[src/rtl/stby_pkg.sv]
`timescale 1ns/1ps
// Package: shared state encoding and wake-source codes for the standby controller.
// Assumes: the state codes are visible to software through state_o and must not change.
package stby_pkg;
    typedef enum logic [2:0] {
        ST_RUN     = 3'd0,
        ST_STANDBY = 3'd1,
        ST_SETTLE  = 3'd2,
        ST_HWSTBY  = 3'd3,
        ST_RSTHOLD = 3'd4
    } stby_state_t;

    localparam int SRC_NONE     = 0;
    localparam int SRC_NMI      = 1;
    localparam int SRC_IRQ_BASE = 2;
endpackage

[src/rtl/stby_entry_guard.sv]
`timescale 1ns/1ps
// Module: stby_entry_guard
// Decides whether a standby entry attempt may proceed, and keeps the sticky
// refused-entry flag. Assumes: attempt is already qualified by the RUN state
// and by the standby-select bit.
module stby_entry_guard (
    input  logic clk,
    input  logic rst_n,
    input  logic attempt,
    input  logic wdog_mode,
    input  logic wdog_run,
    input  logic bus_grant_en,
    input  logic err_clr,
    output logic entry_ok,
    output logic entry_err
);
    logic blocked;

    // Refuse entry while the watchdog is armed in watchdog mode or bus release is enabled.
    always_comb begin
        blocked  = (wdog_mode && wdog_run) || bus_grant_en;
        entry_ok = attempt && !blocked;
    end

    // Sticky error: a refused attempt sets it (and wins over a clear); a clear resets it.
    always_ff @(posedge clk) begin
        if (!rst_n)                  entry_err <= 1'b0;
        else if (attempt && blocked) entry_err <= 1'b1;
        else if (err_clr)            entry_err <= 1'b0;
    end


    refused_sets_err_chk: assert property (@(posedge clk) disable iff (!rst_n)
        (attempt && (bus_grant_en || (wdog_mode && wdog_run))) |=> entry_err);


    err_sticky_chk: assert property (@(posedge clk) disable iff (!rst_n)
        (entry_err && !err_clr) |=> entry_err);
endmodule

[src/rtl/stby_wake_arbiter.sv]
`timescale 1ns/1ps
// Module: stby_wake_arbiter
// Qualifies wake requests and encodes the winning source. NMI is never masked.
// IRQ lines need their enable bit and an open CPU mask.
// Assumes: inputs are already synchronous to clk.
module stby_wake_arbiter #(
    parameter int N_IRQ = 3,
    parameter int SRC_W = 3
) (
    input  logic             nmi,
    input  logic [N_IRQ-1:0] irq,
    input  logic [N_IRQ-1:0] irq_en,
    input  logic             irq_mask,
    output logic             wake,
    output logic [SRC_W-1:0] src
);
    import stby_pkg::*;

    logic [N_IRQ-1:0] elig;

    // One qualifier per IRQ line.
    for (genvar g = 0; g < N_IRQ; g++) begin : g_qual
        assign elig[g] = irq[g] && irq_en[g] && !irq_mask;
    end

    // Priority encoder: NMI first, then the lowest-numbered eligible IRQ.
    always_comb begin
        src = SRC_W'(SRC_NONE);
        for (int i = N_IRQ - 1; i >= 0; i--) begin
            if (elig[i]) src = SRC_W'(SRC_IRQ_BASE + i);
        end
        if (nmi) src = SRC_W'(SRC_NMI);
        wake = nmi || (|elig);
    end
endmodule

[src/rtl/stby_settle_timer.sv]
`timescale 1ns/1ps
// Module: stby_settle_timer
// Oscillator settling countdown. On load it takes the span selected by code,
// minus one, and counts down while run is high. done marks the last cycle.
// Assumes: SHORT_LOG2 + 2 < LONG_LOG2 + 5, so every span fits in CNT_W bits.
module stby_settle_timer #(
    parameter int SHORT_LOG2 = 10,
    parameter int LONG_LOG2  = 13,
    parameter int CNT_W      = LONG_LOG2 + 5
) (
    input  logic       clk,
    input  logic       rst_n,
    input  logic       load,
    input  logic [2:0] code,
    input  logic       run,
    output logic       done
);
    logic [CNT_W-1:0] cnt;

    // Codes 0..4 select the long group, codes 5..7 the short group.
    function automatic logic [CNT_W-1:0] span_m1(input logic [2:0] c);
        int sh;
        sh = (c < 3'd5) ? (LONG_LOG2 + int'(c)) : (SHORT_LOG2 + int'(c) - 5);
        return (CNT_W'(1) << sh) - CNT_W'(1);
    endfunction

    // Load on a wake, count down while settling.
    always_ff @(posedge clk) begin
        if (!rst_n)                  cnt <= '0;
        else if (load)               cnt <= span_m1(code);
        else if (run && cnt != '0)   cnt <= cnt - CNT_W'(1);
    end

    // Done on the last settling cycle.
    always_comb done = run && (cnt == '0);


    settle_step_chk: assert property (@(posedge clk) disable iff (!rst_n)
        (run && !load && cnt != '0) |=> (cnt == $past(cnt) - CNT_W'(1)));
endmodule

[src/rtl/stby_power_ctrl.sv]
`timescale 1ns/1ps
// Module: stby_power_ctrl (top)
// Sequencer for software standby: entry on sleep with standby selected, wake on a
// qualified interrupt after oscillator settling, immediate clocks on system reset,
// and a hardware-standby override. Assumes: all inputs are synchronous to clk, the
// free-running oscillator-domain clock. sys_rst_n is also the block's synchronous reset.
module stby_power_ctrl #(
    parameter int N_IRQ      = 3,
    parameter int SHORT_LOG2 = 10,
    parameter int LONG_LOG2  = 13,
    parameter int SRC_W      = $clog2(N_IRQ + 2)
) (
    input  logic             clk,
    input  logic             sys_rst_n,
    input  logic             hw_standby_n,
    input  logic             sleep_strobe,
    input  logic             stby_sel,
    input  logic [2:0]       settle_sel,
    input  logic             wdog_mode,
    input  logic             wdog_run,
    input  logic             bus_grant_en,
    input  logic             err_clr,
    input  logic             nmi,
    input  logic [N_IRQ-1:0] irq,
    input  logic [N_IRQ-1:0] irq_en,
    input  logic             irq_mask,
    output logic             cpu_clk_en,
    output logic             periph_clk_en,
    output logic             osc_en,
    output logic             periph_rst,
    output logic             refresh_clr,
    output logic             wake_irq_req,
    output logic [SRC_W-1:0] wake_src,
    output logic             entry_err,
    output logic [2:0]       state_o
);
    import stby_pkg::*;

    localparam int CNT_W = LONG_LOG2 + 5;

    stby_state_t      state_q;
    logic             attempt, entry_ok, wake, settle_done, settle_load;
    logic [SRC_W-1:0] src_now;

    // Entry attempt: sleep strobe in RUN with standby selected, pin not overriding.
    always_comb attempt = (state_q == ST_RUN) && sleep_strobe && stby_sel && hw_standby_n;
    always_comb settle_load = (state_q == ST_STANDBY) && wake && hw_standby_n;

    stby_entry_guard u_guard (
        .clk          (clk),
        .rst_n        (sys_rst_n),
        .attempt      (attempt),
        .wdog_mode    (wdog_mode),
        .wdog_run     (wdog_run),
        .bus_grant_en (bus_grant_en),
        .err_clr      (err_clr),
        .entry_ok     (entry_ok),
        .entry_err    (entry_err)
    );

    stby_wake_arbiter #(.N_IRQ(N_IRQ), .SRC_W(SRC_W)) u_arb (
        .nmi      (nmi),
        .irq      (irq),
        .irq_en   (irq_en),
        .irq_mask (irq_mask),
        .wake     (wake),
        .src      (src_now)
    );

    stby_settle_timer #(.SHORT_LOG2(SHORT_LOG2), .LONG_LOG2(LONG_LOG2), .CNT_W(CNT_W)) u_timer (
        .clk   (clk),
        .rst_n (sys_rst_n),
        .load  (settle_load),
        .code  (settle_sel),
        .run   (state_q == ST_SETTLE),
        .done  (settle_done)
    );

    // State register: the pin override first, then reset, then normal sequencing.
    always_ff @(posedge clk) begin
        if (!hw_standby_n)  state_q <= ST_HWSTBY;
        else if (!sys_rst_n) state_q <= ST_RSTHOLD;
        else begin
            unique case (state_q)
                ST_RUN:     if (entry_ok)    state_q <= ST_STANDBY;
                ST_STANDBY: if (wake)        state_q <= ST_SETTLE;
                ST_SETTLE:  if (settle_done) state_q <= ST_RUN;
                ST_HWSTBY:                   state_q <= ST_RSTHOLD;
                ST_RSTHOLD:                  state_q <= ST_RUN;
                default:                     state_q <= ST_RSTHOLD;
            endcase
        end
    end

    // Registered pulses and the latched wake source.
    always_ff @(posedge clk) begin
        if (!sys_rst_n) begin
            wake_irq_req <= 1'b0;
            refresh_clr  <= 1'b0;
            wake_src     <= SRC_W'(SRC_NONE);
        end else begin
            wake_irq_req <= hw_standby_n && settle_done;
            refresh_clr  <= entry_ok;
            if (settle_load) wake_src <= src_now;
        end
    end

    // Clock, oscillator and peripheral-reset controls decoded from the state.
    always_comb begin
        cpu_clk_en    = (state_q == ST_RUN) || (state_q == ST_RSTHOLD);
        periph_clk_en = cpu_clk_en;
        osc_en        = cpu_clk_en || (state_q == ST_SETTLE);
        periph_rst    = (state_q != ST_RUN);
        state_o       = state_q;
    end


    no_entry_without_sel_chk: assert property (@(posedge clk) disable iff (!sys_rst_n)
        (state_q == ST_RUN && !(sleep_strobe && stby_sel)) |=> (state_q != ST_STANDBY));


    ineligible_stays_chk: assert property (@(posedge clk) disable iff (!sys_rst_n)
        (state_q == ST_STANDBY && hw_standby_n && !nmi && (((irq & irq_en) == '0) || irq_mask))
        |=> (state_q == ST_STANDBY));


    req_after_settle_chk: assert property (@(posedge clk) disable iff (!sys_rst_n)
        $rose(wake_irq_req) |-> ($past(state_q) == ST_SETTLE && state_q == ST_RUN));


    req_single_chk: assert property (@(posedge clk) disable iff (!sys_rst_n)
        wake_irq_req |=> !wake_irq_req);


    hw_override_chk: assert property (@(posedge clk) disable iff (!sys_rst_n)
        !hw_standby_n |=> (state_q == ST_HWSTBY));
endmodule

[config.mk]
export PLATFORM = sky130hd
export DESIGN_NAME = stby_power_ctrl
export DESIGN_NICKNAME = d
export VERILOG_FILES = /design/src/rtl/stby_pkg.sv /design/src/rtl/stby_entry_guard.sv /design/src/rtl/stby_wake_arbiter.sv /design/src/rtl/stby_settle_timer.sv /design/src/rtl/stby_power_ctrl.sv
export SDC_FILE = /design/constraint.sdc
export NUM_CORES = 1
export LEC_CHECK = 0
export ABC_AREA = 1
export BUFFER_PORTS_ARGS = -buffer_cell sky130_fd_sc_hd__buf_4
export CAP_MARGIN = 20
export CORE_MARGIN = 2
export CORE_UTILIZATION = 62
export CTS_CLUSTER_DIAMETER = 60
export CTS_CLUSTER_SIZE = 14
export DETAILED_ROUTE_END_ITERATION = 12
export PLACE_DENSITY = 0.93
export SLEW_MARGIN = 30
export SYNTH_ARGS = -nofsm -noshare
export SYNTH_HDL_FRONTEND = slang
export SYNTH_SLANG_ARGS = --single-unit
[constraint.sdc]
create_clock -name clk -period 7.17 [get_ports clk]
set_input_delay 1.7925 -clock clk [delete_from_list [all_inputs] [get_ports clk]]
set_output_delay 1.7925 -clock clk [all_outputs]
set_load 0.05 [all_outputs]
Word-level counts from Yosys, hierarchy flattened
Cells that the tools add are included.
- mux-type cells: 14
- $add $sub $neg: 5
- shift operators: 1
- multiply operators: 0
- div/mod/pow operators: 0
- reductions and logical operators: 31
- $lt $le $gt $ge: 1
- bitwise logic cells: 0
- eq/ne operators: 6
- operator list (operator ; number):
    $mux W18 ; 2
    $mux W32 ; 1
    $shl A1 B32 Y18 const A ; 1
    $sub A32 B4 Y32 const B ; 1
    $mux W3 ; 8
    $logic_not A18 Y1 ; 1
    $reduce_bool A18 Y1 ; 1
    $sub A18 B1 Y18 const B ; 1
    $sub A18 B2 Y18 const B ; 1
    $logic_and A1 B1 Y1 ; 17
    $pmux W3 S4 ; 1
    $add A4 B3 Y5 const A ; 2
    $ne A3 B3 Y1 const B ; 3
    $logic_or A1 B1 Y1 ; 4
    $reduce_bool A2 Y1 ; 2
    $eq A3 B1 Y1 const B ; 1
    $eq A3 B2 Y1 const B ; 1
    $eq A3 B3 Y1 const B ; 1
    $logic_not A3 Y1 ; 1
    $lt A3 B3 Y1 const B ; 1
    $reduce_and A3 Y1 ; 1
    $reduce_bool A3 Y1 ; 1
    $reduce_or A3 Y1 ; 1
    $logic_not A1 Y1 ; 2
    $mux W1 ; 2
- bits in registers: 27
- output and inout port bits: 13
- ROM bits: 0
- latch bits: 0
- memory bits (writable): 0
- memories: 0
- logic and storage cells: 64
- bits of input ports: 20

Logic depth before layout (Yosys ltp)
Gate-level depths: netlist of the first run.
- depth in word-level cells: 8
- mapped depth: 20
- depth with buffers taken out: 19

Cells and area by module
Synthesis of the first run repeated with hierarchy kept, for this count alone.
- cells, all modules: 346
- area, all modules: 2085.8 um2
- by module, submodules not included (module ; area an instance (um2) ; instances ; sequential area each (um2) ; cells each):
    stby_settle_timer ; 1580.3 ; 1 ; 360.3 ; 266
    stby_power_ctrl ; 370.4 ; 1 ; 160.2 ; 53
    stby_entry_guard ; 67.6 ; 1 ; 20.0 ; 11
    stby_wake_arbiter ; 67.6 ; 1 ; 0.0 ; 16

Worst setup path before layout of the first run
Ideal clock, no wire load.
- kind: in2reg
- from: input port settle_sel[1]
- to: register u_timer.cnt[16]
- library setup time: 0.110 ns
- stages: 18
- buffers on the path: 1
- path slack: 3.412 ns
- arrival: 3.649 ns
- cells stage by stage: buf_2 -> inv_1 -> ha_1 -> nand3_1 -> nand3_1 -> nand3_1 -> inv_1 -> nand2_1 -> ha_1 -> inv_1 -> nor2_4 -> nand2_2 -> nor2_4 -> o21ai_1 -> o211ai_1 -> nand3_1 -> nand2_1 -> inv_1
- longest elaborated chain between the ends: 6
- elaborated cells between the ends (all ways): 8
- those cells by class: add/sub (4); order compare (1); shift (1); mux (2)
- RTL lines (element ; RTL line ; source):
    from (decl) ; stby_power_ctrl.sv:18 ; input logic [2:0] settle_sel,
    $add A4 B3 Y5 ; stby_settle_timer.sv:23 ; sh = (c < 3'd5) ? (LONG_LOG2 + int'(c)) : (SHORT_LOG2 + int'(c) - 5);
    $sub A32 B4 Y32 ; stby_settle_timer.sv:23 ;
    $mux W32 (*) ; stby_settle_timer.sv:23 ;
    $shl A1 B32 Y18 (*) ; stby_settle_timer.sv:24 ; return (CNT_W'(1) << sh) - CNT_W'(1);
    $sub A18 B2 Y18 (*) ; stby_settle_timer.sv:24 ;
    $mux W18 (*) ; stby_settle_timer.sv:30 ; else if (load) cnt <= span_m1(code);
    to (signal assigned) ; stby_settle_timer.sv:30 ;
    to (signal assigned) ; stby_settle_timer.sv:31 ; else if (run && cnt != '0) cnt <= cnt - CNT_W'(1);
    to (decl) ; stby_settle_timer.sv:18 ; logic [CNT_W-1:0] cnt;
Mark *: on every way between the ends. The rest lies on a longest branch, timed or not.
A chain may end at the register's enable or synchronous reset.

Worst setup path after layout of the first run
Same ends and word-level chain as after synthesis.

==> run metrics, run 1 <==
outcome finished, final reports clean; Clock Tree Buf Depth 2; max_cap viols 0; top cells by area, synth dfxtp_1 (24%), nand2_1 (11%), inv_1 (8.0%), nor2_1 (7.6%), nand3_1 (5.8%); VDD IR-drop max 130 uV; htree depth 1; Layout Area Growth over Synthesis 12.0%; largest net degree at the start of global routing 22; fmax 272 MHz; CTS tree done; Setup crit end kind register; Syn Area/Cell 6.37 sq um; vias in the first global route 2224; setup repair bufs after CTS 0; main flop type after synthesis dfxtp_1; clock skew 7.94 ps; Worst Path Max Fanout 10; TritonCTS buffer count 3; post-synthesis sequential area ratio 23.9%; Pwr per Cell Area 217 nW/um^2; Final Routed Wirelength 5.87 mm; Final Critical Period 3680 ps; post-layout util 74.2%; Via-to-Cell Ratio 5.73; flops & latches, synth 27; leading area contributor after synthesis dfxtp_1; first-pass GRT wire length 9.77 mm; Final GP Congestion 0.954; fin crit share 51.3%; Initial DRC Count 171; Placement Cell Area 2500 sq um; EDFF count, synth 0; commonest non-fill, non-tap cell in the layout nand2_1; Post-synth ARST share 0%; Die Height 64.4 microns; DIE WIDTH 64.4 microns; HP Class reg -> reg; met3 global-route usage 3.35%; num ports 33; via count 2451; most frequent cells in the layout nand2_1 (64), inv_1 (48), nor2_1 (46); GRT met2 Usage 52.6%; fraction of final layout cells sized beyond drive strength 1 18.6%; antenna violations before repair 0; Std-Cell Core Area 3420 sq um; Static Leak 0.00125 uW; die area 4150 sq um; post-route ant nets 0; HPWL Detailed 4.55 mm; Relative slew margins 59.5%; startpoint types input pin; Antenna diodes 0; CTS Hold Bufs 0; syn nets 381; Final Power 549 uW; Clk Latency, worst-skew pair 330 ps; drt first pass iters 5; CP arrival 3930 ps; CTS root buf clkbuf_4; DR WL/cell 13.7 microns; Placement Rows 21; Final setup viols 0; Final #Nets 409; Synth cell types 40; clk slew on worst S/H paths 150 ps; most used routing layer in global routing met2; design area 2530 sq um; DR DRC count 0; critical path class in -> reg; post_cts resized 0; final hold vios 0; unrepaired setup endpoints after global routing false; TNS Setup 0 ps; met1 GRT Util 37.6%; Critical Path RT 7420 ps; Slew Viols, Final 0; Synth top area share 23.9%; Worst-Margin Slew 607 ps; post-synthesis cell count 355; initial core utilization 66.2%; Global Route Usage Sum 29.3%; total congestion overflow 0; synth warn 0; Port Buf Inserts 32; mapped cell area 2260 sq um; clk sinks 27
[layer usage]
| metal | part of all wire [%] | vias up |
|---|---|---|
| met5 | 0 | - |
| met4 | 1.9 | 0 |
| met3 | 5.2 | 12 |
| met2 | 49 | 93 |
| met1 | 44 | 1121 |
| li1 | - | 1225 |
[cell usage after synthesis (2+ instances only)]
cell type and n:
buf_6 2, a211oi_1 2, a31oi_1 2, nand4_1 6
nor2_2 4, nor2_1 46, nand2_1 64, nand3_1 26
ha_1 6, nor3_1 9, a21oi_1 21, o31ai_1 2
o21ai_0 18, nand2_2 8, nand2_4 4, dfxtp_1 27
buf_2 3, nand3b_1 3, clkbuf_1 3, xor2_1 10
inv_1 48, a21oi_2 3, nor4_1 3, o211ai_1 8
inv_2 5, nor2_4 4, nand3_2 4, o21ai_1 2
[registers in the layout, summed over array words and instances (netlist names)]
signal and cells:
u_timer.cnt 18, state_o 3, wake_src 3, refresh_clr 1, u_guard.entry_err 1, wake_irq_req 1
[worst max-delay path, cell delays in order]
cell	delay, ps
buf_4	140
inv_1	70
ha_1	230
nand2_2	80
nand2_4	70
inv_4	80
nand2_2	80
nand3_4	120
inv_2	100
nand2_1	130
ha_1	170
inv_1	70
nor2_4	140
nand2_2	90
nor2_4	140
o21ai_1	100
o211ai_1	110
nand3_1	110
nand2_1	70
inv_1	30
[logic make-up (layout without fill, tap and decap cells)]
kind of cell,Yosys count,count (layout),share of synthesized area (%)
buf+inv,63,90,11.6
fa+ha+maj,6,6,3.32
compound gates,65,65,17.4
xor+xnor,11,11,4.26
flops,27,27,23.9
simple gates,183,183,39.6
[through the flow]
step	instances	worst slack, ps	hold slack (ps)
floorplan	355	3410	444
global placement	424	3300	450
detailed placement	424	3220	471
CTS	428	3540	493
global route	428	3280	504
finish	428	3490	489
[layout make-up]
cell class / instances / area, sq um
Tap cell: 46 / 57.6
Inverter: 54 / 205
Timing Repair Buffer: 32 / 240
Clock inverter: 1 / 7.51
Fill cell: 282 / 882
Clock buffer: 3 / 22.5
Multi-Input combinational cell: 265 / 1460
Sequential cell: 27 / 541
[where the power goes]
group | internal (uW) | switching (uW)
registers | 169 | 21.5
clock network | 21.4 | 48.7
logic | 104 | 185
[worst paths after layout]
kind                      start         endpoint  slack, ps  cells after the start
setup / recovery  settle_sel[1]  u_timer.cnt[16]       3490                     20
hold / removal      wake_src[1]      wake_src[1]        490                      2
setup reg to reg     state_o[0]   u_timer.cnt[9]       4950                      9
hold reg to reg     wake_src[1]      wake_src[1]        490                      2
(Power assumes the default switching activity.)
==> run 2, diff against run 1 <==
- CORE_UTILIZATION: 62 -> 52
- PLACE_DENSITY: 0.93 -> 0.84
- clock period: 7.17 -> 3.2 ns (I/O delays scaled with it)
==> run metrics, run 2 (synthesized netlist as in run 1, its figures left out) <==
met1 GRT Util 31.5% (-6.1 points); outcome finished, final reports clean; Largest Register u_timer.cnt; Slew Viols, Final 0 (unchanged); Comb pwr share 50.3% (-2.3 points); num ports 33 (unchanged); Final Critical Period 2700 ps; VDD IR-drop max 298 uV (+130%); final hold vios 0 (unchanged); clock skew 9.34 ps (+1.40 ps); clock network power share 16.1% (+3.3 points); Final #Nets 410 (+0.24%); DR DRC count 0 (unchanged); critical path class in -> reg; Slowest-stage cell, CP ha_1; HPWL Detailed 4.39 mm (-3.5%); Critical Path, Cell by Cell buf_4, inv_1, ha_1, nand3_1, nand3_1, nand3_1, inv_1, nand2_1, ha_1, inv_1, nor2_4, nand2_2, nor2_4, xor2_1, nand2_1, a21oi_1; fraction of final layout cells sized beyond drive strength 1 18.8% (+0.21 points); commonest non-fill, non-tap cell in the layout nand2_1; DIE WIDTH 70.0 microns (+8.6%); Port Buf Inserts 32 (unchanged); Setup WS post-layout 495 ps (-3000 ps); Final setup viols 0 (unchanged); CTS tree done; Pwr per Cell Area 494 nW/um^2 (+130%); Std-Cell Core Area 4090 sq um (+20%); fmax 370 MHz; Hold Crit Start wake_src[1]; drt first pass iters 4 (-1); hold endpoint wake_src[1]; GRT met2 Usage 37.9% (-15 points); HP Class reg -> reg; Global Route Usage Sum 23.1% (-6.2 points); WHS Path Cells 2 (unchanged); sequential cell area 541 sq um (unchanged); largest net degree at the start of global routing 22 (unchanged); most frequent cells in the layout nand2_1 (64), inv_1 (48), nor2_1 (46); worst reg2reg path depth 12 (+3); Worst-Margin Slew 627 ps (+19.6 ps); first-pass GRT wire length 9.47 mm (-3.0%); TNS Setup 0 ps (unchanged); Buf/Inv on CP 4 (-2); startpoint types input pin; CTS root buf clkbuf_8; unrepaired setup endpoints after global routing false; Psw 567 uW (+120%); CP peak stage delay 320 ps (+90 ps); Clock Tree Buf Depth 2 (unchanged); Final GP Congestion 0.937 (-1.8%); max_cap viols 0 (unchanged); Die Height 70.0 microns (+8.6%); cell internal pwr 699 uW (+140%); clk sinks 27 (unchanged); antenna violations before repair 0 (unchanged); CP delay by family, top simple AND/OR/NAND/NOR gates; DR WL/cell 12.9 microns (-5.8%); Static Leak 0.00126 uW (+0.96%); Worst Path Max Fanout 10 (unchanged); Placed Cells 429 (+1.2%); FF-to-FF End u_timer.cnt[17]; via count 2345 (-4.3%); r2r startpoint u_timer.cnt[0]; register share of total power 33.6% (-1.1 points); Sw Ratio 44.8% (-1.7 points); final-layout fill cell count 405 (+44%); Antenna diodes 0 (unchanged); Via-to-Cell Ratio 5.42 (-5.4%); initial core utilization 55.4% (-11 points); FF-to-FF setup slack 1010 ps (-3940 ps); pre-CTS setup slack 217 ps (-3010 ps); Critical Path Start settle_sel[1]; die area 4890 sq um (+18%); TritonCTS buffer count 3 (unchanged); setup repair bufs after CTS 0 (unchanged); clk slew on worst S/H paths 100 ps (-50 ps); CTS Hold Bufs 0 (unchanged); Placement Rows 23 (+9.5%); Final Power 1270 uW (+130%); Final Routed Wirelength 5.60 mm (-4.7%); Clk Latency, worst-skew pair 280 ps (-50 ps); htree depth 1 (unchanged); CP arrival 2920 ps (-1010 ps); fin crit share 84.5%; Setup crit end kind register; Initial DRC Count 167 (-2.3%); Finished Layout Cells 433 (+1.2%); Critical Path RT 3410 ps (-4010 ps); total congestion overflow 0 (unchanged); max reg flops 18 (unchanged); vias in the first global route 2111 (-5.1%); Layout Area Growth over Synthesis 13.4%; post-route ant nets 0 (unchanged); Multi-input gate area 1460 sq um (unchanged); Relative slew margins 58.2% (-1.3 points); most used routing layer in global routing met2; post_cts resized 0 (unchanged); met3 global-route usage 4.18% (+0.84 points)
run 2: cell count changes in the layout (fill, tap and decap cells not counted):
cell	delta
buf_4	+1
clkbuf_4	-3
clkbuf_8	+3
run 2: per-stage QoR:
step / utilization, % / hold slack, ps / instance area [sq um]
after detailed placement: 61.6 / 467 / 2520
final: 62.8 / 473 / 2560
after floorplan: - / 444 / 2260
after global placement: 61.6 / 449 / 2520
after CTS: 62.8 / 480 / 2560
after global routing: 62.8 / 506 / 2560
run 2: layer usage:
metal  vias up  part of all wire, %  wire, microns
met5         -                    0              0
met2        71                   46           2570
li1       1224                    -              -
met3         8                  5.9            329
met4         0                  1.1             61
met1      1042                   47           2630
run 2: final cells by class:
type / count / area share (%)
timing repair buffer: 33 / 9.66
inverter: 54 / 8.00
clock buffer: 3 / 1.61
multi-input combinational: 265 / 56.9
sequential: 27 / 21.1
clock inverter: 1 / 0.293
tap: 50 / 2.44
run 2: how the worst max path moves through the flow:
stage | end | slack [ps] | cells after the start
4_1_cts | u_timer.cnt[12] | 540 | 16
3_3_place_gp | u_timer.cnt[12] | 290 | 18
3_5_place_dp | u_timer.cnt[12] | 220 | 18
5_1_grt | u_timer.cnt[8] | 240 | 16
6_report | u_timer.cnt[8] | 500 | 16
2_1_floorplan | u_timer.cnt[16] | 430 | 18
run 2: power by group through the flow:
stage | registers (uW) | logic [uW] | clock network, uW
final | 425 | 637 | 204
after CTS | 424 | 634 | 207
after floorplan | 436 | 496 | 0
after global placement | 430 | 620 | 0
after global routing | 432 | 716 | 224
after detailed placement | 431 | 630 | 0
run 2: worst min-delay path, delay by kind of cell (launching register included):
family	cells	cell delay, ps
flip-flops	1	320
AO/OA/AOI/OAI	1	50
AND/OR/NAND/NOR	1	60
==> run 3, diff against run 2 <==
- CORE_UTILIZATION: 52 -> 58
- PLACE_DENSITY: 0.84 -> 0.88
- clock period: 3.2 -> 2.75 ns (I/O delays scaled with it)
==> run metrics, run 3 (synthesized netlist as in run 1, its figures left out) <==
clk sinks 27 (unchanged); Pwr per Cell Area 565 nW/um^2 (+14%); fraction of final layout cells sized beyond drive strength 1 22.4% (+3.6 points); post_cts resized 0 (unchanged); post-layout util 72.6% (+9.8 points); clock skew 6.47 ps (-2.88 ps); WHS Path Cells 2 (unchanged); VDD IR-drop max 437 uV (+47%); initial core utilization 60.9% (+5.5 points); antenna violations before repair 0 (unchanged); Final Power 1520 uW (+20%); drt first pass iters 7 (+3); setup repair bufs after CTS 0 (unchanged); Largest Register u_timer.cnt; Placement Rows 22 (-4.3%); GRT met2 Usage 50.5% (+13 points); Critical Path Start settle_sel[1]; total congestion overflow 0 (unchanged); DR DRC count 0 (unchanged); most frequent cells in the layout nand2_1 (64), buf_4 (51), inv_1 (48); fmax 410 MHz; htree depth 1 (unchanged); outcome finished, final reports clean; r2r startpoint u_timer.cnt[0]; DR WL/cell 13.7 microns (+5.8%); Clk Latency, worst-skew pair 280 ps (about the same); HP Class reg -> reg; Std-Cell Core Area 3720 sq um (-9.1%); Final GP Congestion 1.04 (+11%); Relative slew margins 57.4% (-0.82 points); post-route ant nets 0 (unchanged); Global Route Usage Sum 29.3% (+6.1 points); Setup crit end kind register; Worst Path Max Fanout 6 (-4); clk slew on worst S/H paths 100 ps (about the same); Final setup viols 0 (unchanged); HPWL Detailed 4.82 mm (+9.7%); most used routing layer in global routing met2; Slew Viols, Final 0 (unchanged); Final #Nets 428 (+4.4%); DIE WIDTH 66.5 microns (-5.0%); met1 GRT Util 38.6% (+7.1 points); Final Routed Wirelength 6.14 mm (+9.7%); CTS Hold Bufs 0 (unchanged); die area 4420 sq um (-9.8%); worst reg2reg path depth 12 (unchanged); via count 2526 (+7.7%); critical path class in -> reg; TritonCTS buffer count 3 (unchanged); Port Buf Inserts 32 (unchanged); Final Critical Period 2440 ps; num ports 33 (unchanged); unrepaired setup endpoints after global routing false; vias in the first global route 2260 (+7.1%); Die Height 66.5 microns (-5.0%); final hold vios 0 (unchanged); met3 global-route usage 5.41% (+1.2 points); largest net degree at the start of global routing 22 (unchanged); Hold Crit Start wake_src[1]; Initial DRC Count 162 (-3.0%); startpoint types input pin; max_cap viols 0 (unchanged); commonest non-fill, non-tap cell in the layout nand2_1; max reg flops 18 (unchanged); fin crit share 88.6%; Antenna diodes 0 (unchanged); TNS Setup 0 ps (unchanged); Static Leak 0.00134 uW (+6.6%); CTS tree done; CP arrival 2620 ps (-300 ps); CTS root buf clkbuf_8; Worst-Margin Slew 639 ps (+12.3 ps); first-pass GRT wire length 10.1 mm (+6.7%); Layout Area Growth over Synthesis 19.2%; Clock Tree Buf Depth 2 (unchanged); Via-to-Cell Ratio 5.63 (+3.9%); Critical Path RT 2940 ps (-470 ps)
## run 3: changes by cell type in the layout (fill, tap and decap cells not counted)
cell	previous run	this run
buf_4	33	51
## run 3: report_power, final
group          leakage, uW  internal [uW]  switching, uW
clock network    0.0000217            103            133
registers         0.000221            440           55.2
logic              0.00110            296            497
## run 3: path summary, 6_finish.rpt
path / end / slack (ps)
hold reg to reg: wake_src[1] / 470
setup / recovery: u_timer.cnt[16] / 310
hold / removal: wake_src[1] / 470
setup reg to reg: u_timer.cnt[1] / 600
## run 3: final cells by class
| cell class | count | area [sq um] |
|---|---|---|
| fillers | 333 | 1020 |
| clock inverters | 1 | 7.51 |
| flip-flops and latches | 27 | 541 |
| repair buffers | 51 | 383 |
| inverters | 54 | 205 |
| well taps | 48 | 60.1 |
| multi-input cells | 265 | 1460 |
| clock buffers | 3 | 41.3 |
## run 3: metrics by stage
stage | hold WS, ps | std cells | cell area, sq um | setup WS, ps
after floorplan | 444 | 355 | 2260 | 96.6
after global placement | 453 | 445 | 2650 | 131
after detailed placement | 459 | 445 | 2650 | 62.7
after CTS | 476 | 449 | 2700 | 340
after global routing | 488 | 449 | 2700 | 170
final | 474 | 449 | 2700 | 313
## run 3: routing by layer
metal,vias up,wire (microns)
met5,-,0
met3,12,533
met1,1141,2700
li1,1254,-
met4,0,80
met2,119,2830
## run 3: critical path: stages
cell and delay, ps:
buf_4 120, inv_1 60, ha_1 320, nand3_1 110, nand3_1 130, nand3_1 120
inv_1 50, nand2_1 80, ha_1 160, inv_1 60, nor2_4 130, nand2_2 80
nor2_4 130, o21ai_1 80, o211ai_1 90, nand3_1 100, nand2_1 70, inv_1 30
